## src/rtl/cmd_uart_pkg.sv

```systemverilog
// Shared constants for the command-driven serial transmitter.
// Assumes a 16-bit command word with the data byte in the upper half.
package cmd_uart_pkg;
    localparam int          CMD_W      = 16;
    localparam int          TXREQ_BIT  = 6;
    localparam int          RXEN_BIT   = 4;
    localparam int          FRAME_BITS = 10;
    localparam logic [7:0]  XON_CHAR   = 8'h11;
endpackage

```

## src/rtl/cmd_uart_baud.sv

```systemverilog
// Bit-period divider: while run is high, it pulses tick once every BIT_CYC
// cycles. restart re-aligns the period to the start of a new frame.
// Assumes BIT_CYC >= 2.
module cmd_uart_baud #(
    parameter int BIT_CYC = 13020
) (
    input  logic clk,
    input  logic rst_n,
    input  logic restart,
    input  logic run,
    output logic tick
);
    localparam int CW = (BIT_CYC > 1) ? $clog2(BIT_CYC) : 1;
    localparam logic [CW-1:0] LAST = CW'(BIT_CYC - 1);

    logic [CW-1:0] cnt;

    // Count cycles within the current bit period.
    always_ff @(posedge clk) begin
        if (!rst_n || restart)
            cnt <= '0;
        else if (run)
            cnt <= (cnt == LAST) ? '0 : cnt + 1'b1;
    end

    assign tick = run && (cnt == LAST);

    // the divider never leaves its legal range
    a_r2_cnt_range: assert property (@(posedge clk) disable iff (!rst_n)
        cnt <= LAST);
endmodule

```

## src/rtl/cmd_uart_shift.sv

```systemverilog
// Frame shifter: it loads start, data and stop bits and shifts one bit per
// tick, least significant first. busy covers the whole frame.
// Assumes load is only raised while busy is low.
module cmd_uart_shift
    import cmd_uart_pkg::*;
(
    input  logic       clk,
    input  logic       rst_n,
    input  logic       load,
    input  logic [7:0] load_byte,
    input  logic       tick,
    output logic       tx,
    output logic       busy
);
    logic [FRAME_BITS-1:0] shreg;
    logic [3:0]            idx;

    // Load a new frame, or advance the current one on each bit tick.
    always_ff @(posedge clk) begin
        if (!rst_n) begin
            shreg <= '1;
            idx   <= '0;
            busy  <= 1'b0;
        end else if (load) begin
            shreg <= {1'b1, load_byte, 1'b0};
            idx   <= '0;
            busy  <= 1'b1;
        end else if (tick) begin
            shreg <= {1'b1, shreg[FRAME_BITS-1:1]};
            if (idx == 4'(FRAME_BITS - 1)) begin
                idx  <= '0;
                busy <= 1'b0;
            end else begin
                idx <= idx + 1'b1;
            end
        end
    end

    assign tx = shreg[0];

    // no new frame is loaded over one in flight
    a_r5_no_load_busy: assert property (@(posedge clk) disable iff (!rst_n)
        busy |-> !load);
    // the line idles high
    a_r1_idle_high: assert property (@(posedge clk) disable iff (!rst_n)
        !busy |-> tx);
    // every frame opens with a low start bit
    a_r2_start_low: assert property (@(posedge clk) disable iff (!rst_n)
        $rose(busy) |-> !tx);
    // the line only changes on bit boundaries
    a_r2_hold_bit: assert property (@(posedge clk) disable iff (!rst_n)
        (busy && !tick) |=> $stable(tx));
endmodule

```

## src/rtl/cmd_uart_decode.sv

```systemverilog
// Command decoder: it accepts commands only while idle, tracks receive mode,
// and picks XON or the command's data byte for the next frame.
// Assumes cmd_valid is a single-cycle strobe.
module cmd_uart_decode
    import cmd_uart_pkg::*;
(
    input  logic             clk,
    input  logic             rst_n,
    input  logic             cmd_valid,
    input  logic [CMD_W-1:0] cmd_word,
    input  logic             busy,
    output logic             load,
    output logic [7:0]       load_byte
);
    logic rx_mode;
    logic accept;
    logic xon_go;

    assign accept    = cmd_valid && !busy;
    assign xon_go    = accept && cmd_word[RXEN_BIT] && !rx_mode;
    assign load      = xon_go || (accept && cmd_word[TXREQ_BIT]);
    assign load_byte = xon_go ? XON_CHAR : cmd_word[CMD_W-1:CMD_W-8];

    // Track receive mode from accepted commands only.
    always_ff @(posedge clk) begin
        if (!rst_n)
            rx_mode <= 1'b0;
        else if (accept)
            rx_mode <= cmd_word[RXEN_BIT];
    end

    // entering receive mode always launches a frame (the XON)
    a_r6_entry_sends: assert property (@(posedge clk) disable iff (!rst_n)
        $rose(rx_mode) |-> busy);
    // receive mode does not change while a frame was in flight
    a_r5_mode_frozen: assert property (@(posedge clk) disable iff (!rst_n)
        $past(busy) |-> $stable(rx_mode));
    // nothing is launched without a command
    a_r10_load_needs_cmd: assert property (@(posedge clk) disable iff (!rst_n)
        load |-> cmd_valid);
endmodule

```

## src/rtl/cmd_uart_tx.sv

```systemverilog
// Top: a command-driven 8N1 serial transmitter with automatic XON on the
// first entry into receive mode. The bit period is CLK_HZ/BAUD cycles.
module cmd_uart_tx
    import cmd_uart_pkg::*;
#(
    parameter int CLK_HZ = 125_000_000,
    parameter int BAUD   = 9600
) (
    input  logic             clk,
    input  logic             rst_n,
    input  logic             cmd_valid,
    input  logic [CMD_W-1:0] cmd_word,
    output logic             tx,
    output logic             busy
);
    localparam int BIT_CYC = CLK_HZ / BAUD;

    logic       load;
    logic [7:0] load_byte;
    logic       tick;

    cmd_uart_decode u_decode (
        .clk       (clk),
        .rst_n     (rst_n),
        .cmd_valid (cmd_valid),
        .cmd_word  (cmd_word),
        .busy      (busy),
        .load      (load),
        .load_byte (load_byte)
    );

    cmd_uart_baud #(.BIT_CYC(BIT_CYC)) u_baud (
        .clk     (clk),
        .rst_n   (rst_n),
        .restart (load),
        .run     (busy),
        .tick    (tick)
    );

    cmd_uart_shift u_shift (
        .clk       (clk),
        .rst_n     (rst_n),
        .load      (load),
        .load_byte (load_byte),
        .tick      (tick),
        .tx        (tx),
        .busy      (busy)
    );
endmodule

```

## config.mk

```make
export PLATFORM = sky130hd
export DESIGN_NAME = cmd_uart_tx
export DESIGN_NICKNAME = d
export VERILOG_FILES = /design/src/rtl/cmd_uart_pkg.sv /design/src/rtl/cmd_uart_baud.sv /design/src/rtl/cmd_uart_shift.sv /design/src/rtl/cmd_uart_decode.sv /design/src/rtl/cmd_uart_tx.sv
export SDC_FILE = /design/constraint.sdc
export NUM_CORES = 1
export LEC_CHECK = 0
export ABC_AREA = 1
export CELL_PAD_IN_SITES_DETAIL_PLACEMENT = 2
export CELL_PAD_IN_SITES_GLOBAL_PLACEMENT = 2
export CORE_ASPECT_RATIO = 0.7
export CORE_MARGIN = 2
export CORE_UTILIZATION = 30
export DETAILED_ROUTE_END_ITERATION = 16
export GPL_TIMING_DRIVEN = 0
export PLACE_DENSITY_LB_ADDON = 0.1
export SLEW_MARGIN = 25
export SYNTH_ARGS = -nofsm -noshare
export SYNTH_HDL_FRONTEND = slang
export SYNTH_SLANG_ARGS = --single-unit
```

## constraint.sdc

```tcl
create_clock -name clk -period 2.7 [get_ports clk]
set_clock_uncertainty 0.1 [all_clocks]
set_input_delay 0.54 -clock clk [delete_from_list [all_inputs] [get_ports clk]]
set_output_delay 0.54 -clock clk [all_outputs]
set_load 0.05 [all_outputs]
```

# After elaboration in Yosys (flattened, before gate mapping)
# Index checks and enable logic that the tools add are counted.
[classes]
n_addsub = 2
mul = 0
n_div = 0
order_cmp = 0
eq_ne = 2
n_shift = 0
n_mux = 8
bitwise = 1
n_reduce_logical = 14
[op_table]
columns = ["operator", "n"]
rows = [
  ["2-to-1 mux 9 bit", 2],
  ["adder 14 x 1 -> 14 bit (second input constant)", 1],
  ["equality test 14 bit (second input constant)", 1],
  ["2-to-1 mux 14 bit", 1],
  ["2-to-1 mux 8 bit", 1],
  ["logical AND 1 bit", 5],
  ["adder 4 x 1 -> 4 bit (second input constant)", 1],
  ["equality test 4 bit (second input constant)", 1],
  ["2-to-1 mux 4 bit", 1],
  ["nonzero test 2 bit", 2],
  ["logical NOT 1 bit", 3],
  ["2-to-1 mux 1 bit", 3],
  ["logical OR 1 bit", 2],
  ["AND reduction 2 bit", 1],
  ["OR reduction 2 bit", 1],
  ["inverter 1 bit", 1],
]
[totals]
regBits = 29
latch_bits = 0
ramBits = 0
rom_bits = 0
in_bits = 19
out_inout_bits = 2
word_cells = 32
memories = 0

# Longest topological paths before layout
# Gate-level depths: netlist of run 1.
[depth]
word_depth = 7
depth_mapped = 10
ltp_nobuf = 10

# Cells and area by module
# Synthesis of run 1 repeated with hierarchy kept, for this count alone.
[unflattened]
cells_unflattened = 218
area_unflattened_um2 = 1535.2
[modules_own_cells]
columns = ["module", "instances", "cells_per_inst", "area_per_inst_um2", "seq_area_each_um2"]
rows = [
  ["cmd_uart_baud", 1, 117, 794.5, 280.3],
  ["cmd_uart_shift", 1, 73, 605.6, 280.3],
  ["cmd_uart_decode", 1, 28, 135.1, 20.0],
]

# Worst setup path after synthesis of run 1
# OpenSTA, ideal clock, no wires.
[synth_timing]
path_type = "reg-to-reg"
from = "register u_shift.busy"
to = "register u_baud.cnt[8]"
setup_time_ps = 121
arrival_time_ps = 1493
required_time_ps = 2479
path_slack_ps = 986
stages_incl_launch_ff = 8
path_buffers = 1
period_less_slack_ps = 1714
cell_sequence = "dfxtp_1 buf_4 nand2_1 nor2_1 nand3_1 nor2_1 xor2_1 nor2_1"
[synth_via]
elab_chain_len = 6
elab_cells_between_ends = 7
cone_classes = "7 x reduce/logical"
[synth_rtl]
columns = ["item", "line_no", "source"]
rows = [
  ["start: declaration", "cmd_uart_shift.sv:13", "output logic busy"],
  ["start signal: assignment", "cmd_uart_shift.sv:23", "busy <= 1'b0;"],
  ["start signal: assignment", "cmd_uart_shift.sv:27", "busy <= 1'b1;"],
  ["start signal: assignment", "cmd_uart_shift.sv:32", "busy <= 1'b0;"],
  ["logical NOT 1 bit", "cmd_uart_decode.sv:19", "assign accept = cmd_valid && !busy;"],
  ["logical AND 1 bit", "cmd_uart_decode.sv:19", ""],
  ["logical AND 1 bit (2 in series)", "cmd_uart_decode.sv:20", "assign xon_go = accept && cmd_word[RXEN_BIT] && !rx_mode;"],
  ["logical OR 1 bit", "cmd_uart_decode.sv:21", "assign load = xon_go || (accept && cmd_word[TXREQ_BIT]);"],
  ["logical OR 1 bit", "cmd_uart_baud.sv:20", "if (!rst_n || restart)"],
  ["end signal: assignment", "cmd_uart_baud.sv:23", "cnt <= (cnt == LAST) ? '0 : cnt + 1'b1;"],
  ["end: declaration", "cmd_uart_baud.sv:16", "logic [CW-1:0] cnt;"],
]
# Several ways; a longest one is shown, not always the timed one.
# A chain may end at the register's enable or synchronous reset.

# Final worst setup path of run 1
[layout_timing]
from = "register u_shift.busy"
to = "output busy"
[layout_rtl]
columns = ["item", "line_no", "source"]
rows = [
  ["end: declaration", "cmd_uart_tx.sv:14", "output logic busy"],
]
# No word-level cell between the ends.

==> flow_summary.json, run 1 <==
{
  "wl_um": 4546,
  "grt_max_degree": 11,
  "synth.area.top_cells": "dfxtp_1 37%, nand2_1 14%, nand3_1 13%",
  "avgSynthCellArea_um2": 6.932,
  "antenna_found_initial": 0,
  "max_freq_ghz": 0.4637,
  "place_congestion": 0.7467,
  "vdd_drop_max_mv": 0.2095,
  "dp.cells": 307,
  "antenna_cells": 0,
  "dieWidth_um": 89.99,
  "root_buffer": "clkbuf_8",
  "ios": 21,
  "synth_top_area_cell": "dfxtp_1",
  "die-area_um2": 5776,
  "wire_per_inst_um": 14.43,
  "drtPass1Iterations": 4,
  "syn_to_final_growth_pct": 19.74,
  "ys_ff_latch": 29,
  "syn_nets": 244,
  "maxCapViolations": 0,
  "crit_buf_inv": 1,
  "dpl.hpwl_um": 3569,
  "slew_headroom_pct": 64.35,
  "ys_seq_area_share_pct": 37.39,
  "min_path_type": "register to register",
  "outcome": "completed",
  "first_global_vias": 1638,
  "fin_nets": 265,
  "cts_buffer_depth": 2,
  "fin_crit_sh_pct": 79.88,
  "drc": 0,
  "post_synth_num_cell_types": 30,
  "die_h_um": 64.19,
  "max_stage_delay_ns": 0.83,
  "drv_slew": 0,
  "path_delay_family": "buffers and inverters",
  "cts_num_sinks": 29,
  "cts_resized": 0,
  "critPathSlowestCell": "clkdlybuf4s50_1",
  "postCtsSetupBuffers": 0,
  "io_buffer_count": 14,
  "synth-main-ff-cell": "dfxtp_1",
  "cts.clk_slew.worst_paths_ns": 0.07,
  "holdWs_ns": 0.3650,
  "grt_pass1_wl_um": 8197,
  "fp.coreArea_um2": 4887,
  "yosys_warnings": 0,
  "worst_pin_slew_ns": 0.5347,
  "post-route-util_pct": 38.04,
  "start_kind": "register",
  "multiInputGateArea_um2": 849.6,
  "final_area_um2": 1859,
  "overflow": 0,
  "vias": 1532,
  "cts_buffers": 5,
  "hold_buffers": 0,
  "critPathMaxFanout": 4,
  "grt_setup_unrepaired": "false",
  "fin_cells": 315,
  "netlist_instances": 224,
  "hold_viol": 0,
  "crit_chain": "clkdlybuf4s50_1",
  "fill_cells": 603,
  "row_count": 21,
  "insertion_delay_ns": 0.27,
  "htree_num_levels": 2,
  "netlist_area_um2": 1553,
  "cp.arrival_ns": 1.52,
  "cp_data_required_time_ns": 2.06,
  "yosysMostFrequentCell": "nand2_1",
  "start_util_pct": 31.77,
  "drt_iter0_drc": 43,
  "finalPower_mw": 0.9584,
  "layout-drive-gt1-share_pct": 9.756,
  "synth_commonest_cells": "57 x nand2_1, 41 x nand3_1, 29 x dfxtp_1",
  "vias_per_cell": 4.863,
  "worstSetupPathType": "register to output pin",
  "yosysTopAreaCellShare_pct": 37.39,
  "cts_tree": "built",
  "synth_edf_count": 0,
  "pre_cts_ws_ns": 0.4388,
  "min_period_ns": 2.157,
  "asyncSetResetFlopFracSynth_pct": 0,
  "setup_viol": 0,
  "fin_ws_ns": 0.5433,
  "fin_setup_tns_ns": 0,
  "power_density_nw_per_um2": 515.5,
  "post_dp_cell_area_um2": 1779,
  "final_antenna_net_count": 0,
  "register_area_um2": 580.6,
  "setup.worst_path.end_class": "output pin",
  "track_usage_pct": 17.76,
  "p_leak_nw": 0.7138
}
final cells by class:
class,count,area share [%]
multi-input cells,167,45.69
clock buffers,8,4.307
inverters,24,5.114
flip-flops and latches,29,31.22
repair buffers,14,7.537
plain buffers,4,1.480
well taps,69,4.643
logic make-up (layout without fill, tap and decap cells):
kind of cell	Yosys count	after routing	share of synthesized area, %
simple gates	144	144	44.48
buf+inv	28	50	7.896
mux	1	1	0.6447
xor+xnor	7	7	3.949
compound gates	14	14	4.835
fa+ha+maj	1	1	0.8057
flops	29	29	37.39
placed cells by master (no fill, tap or decap), types with 3 or more instances in the layout:
cell              n
a21oi_1           6
clkbuf_1          4
clkbuf_8          5
clkdlybuf4s50_1  14
dfxtp_1          29
inv_1            19
inv_2             3
nand2_1          57
nand3_1          41
nand4_1           3
nor2_1           26
nor3_1            4
o21ai_0           6
xor2_1            7
per-layer routing:
layer	vias up	track usage [%]	share of wire [%]
met5	-	0	0
met4	0	3.462	0.29
met3	2	3.892	2.2
met2	14	25.95	41
met1	751	26.70	56
li1	765	-	-
power by group:
group / internal (mW) / switching (mW)
clock network: 0.183 / 0.161
logic: 0.0596 / 0.0958
registers: 0.447 / 0.0125
total: 0.689 / 0.269
worst paths after layout:
check,start,to,slack [ns],depth (start not counted)
worst min register to register,u_shift.idx[2]$_SDFFE_PP0P_,u_shift.idx[2]$_SDFFE_PP0P_,0.36,2
worst max-delay path,u_shift.busy$_SDFFE_PN0P_,busy,0.54,1
worst min-delay path,u_shift.idx[2]$_SDFFE_PP0P_,u_shift.idx[2]$_SDFFE_PP0P_,0.36,2
worst max register to register,u_baud.cnt[0]$_SDFFE_PP0P_,u_baud.cnt[3]$_SDFFE_PP0P_,1.00,10
registers in the layout, summed over array words and instances (netlist names):
name              flops
u_shift.shreg         9
u_shift.idx           4
u_decode.rx_mode      1
u_baud.cnt           14
u_shift.busy          1
Power figures use the tool's default switching activity.
==> run 2: changes to the inputs <==
- clock period: 2.7 -> 2.1 ns (I/O delays scaled with it)
==> results of run 2 <==
The final DEF is identical to that of run 1. Status: completed.
Main changes from that run: setup slack after placement 0.4388 ns -> -0.04125 ns; setup slack after layout 0.5433 ns -> 0.06325 ns; register-to-register setup slack 1.00 ns -> 0.40 ns; total power 0.9584 mW -> 1.232 mW; worst IR drop on VDD 0.2095 mV -> 0.2694 mV
==> run 3: changes to the inputs <==
- SKIP_LAST_GASP: default -> 1
==> results of run 3 <==
The final DEF is identical to that of run 1. Status: completed.
Main changes from that run: setup slack after placement 0.4388 ns -> -0.04125 ns; setup slack after layout 0.5433 ns -> 0.06325 ns; register-to-register setup slack 1.00 ns -> 0.40 ns; total power 0.9584 mW -> 1.232 mW; worst IR drop on VDD 0.2095 mV -> 0.2694 mV
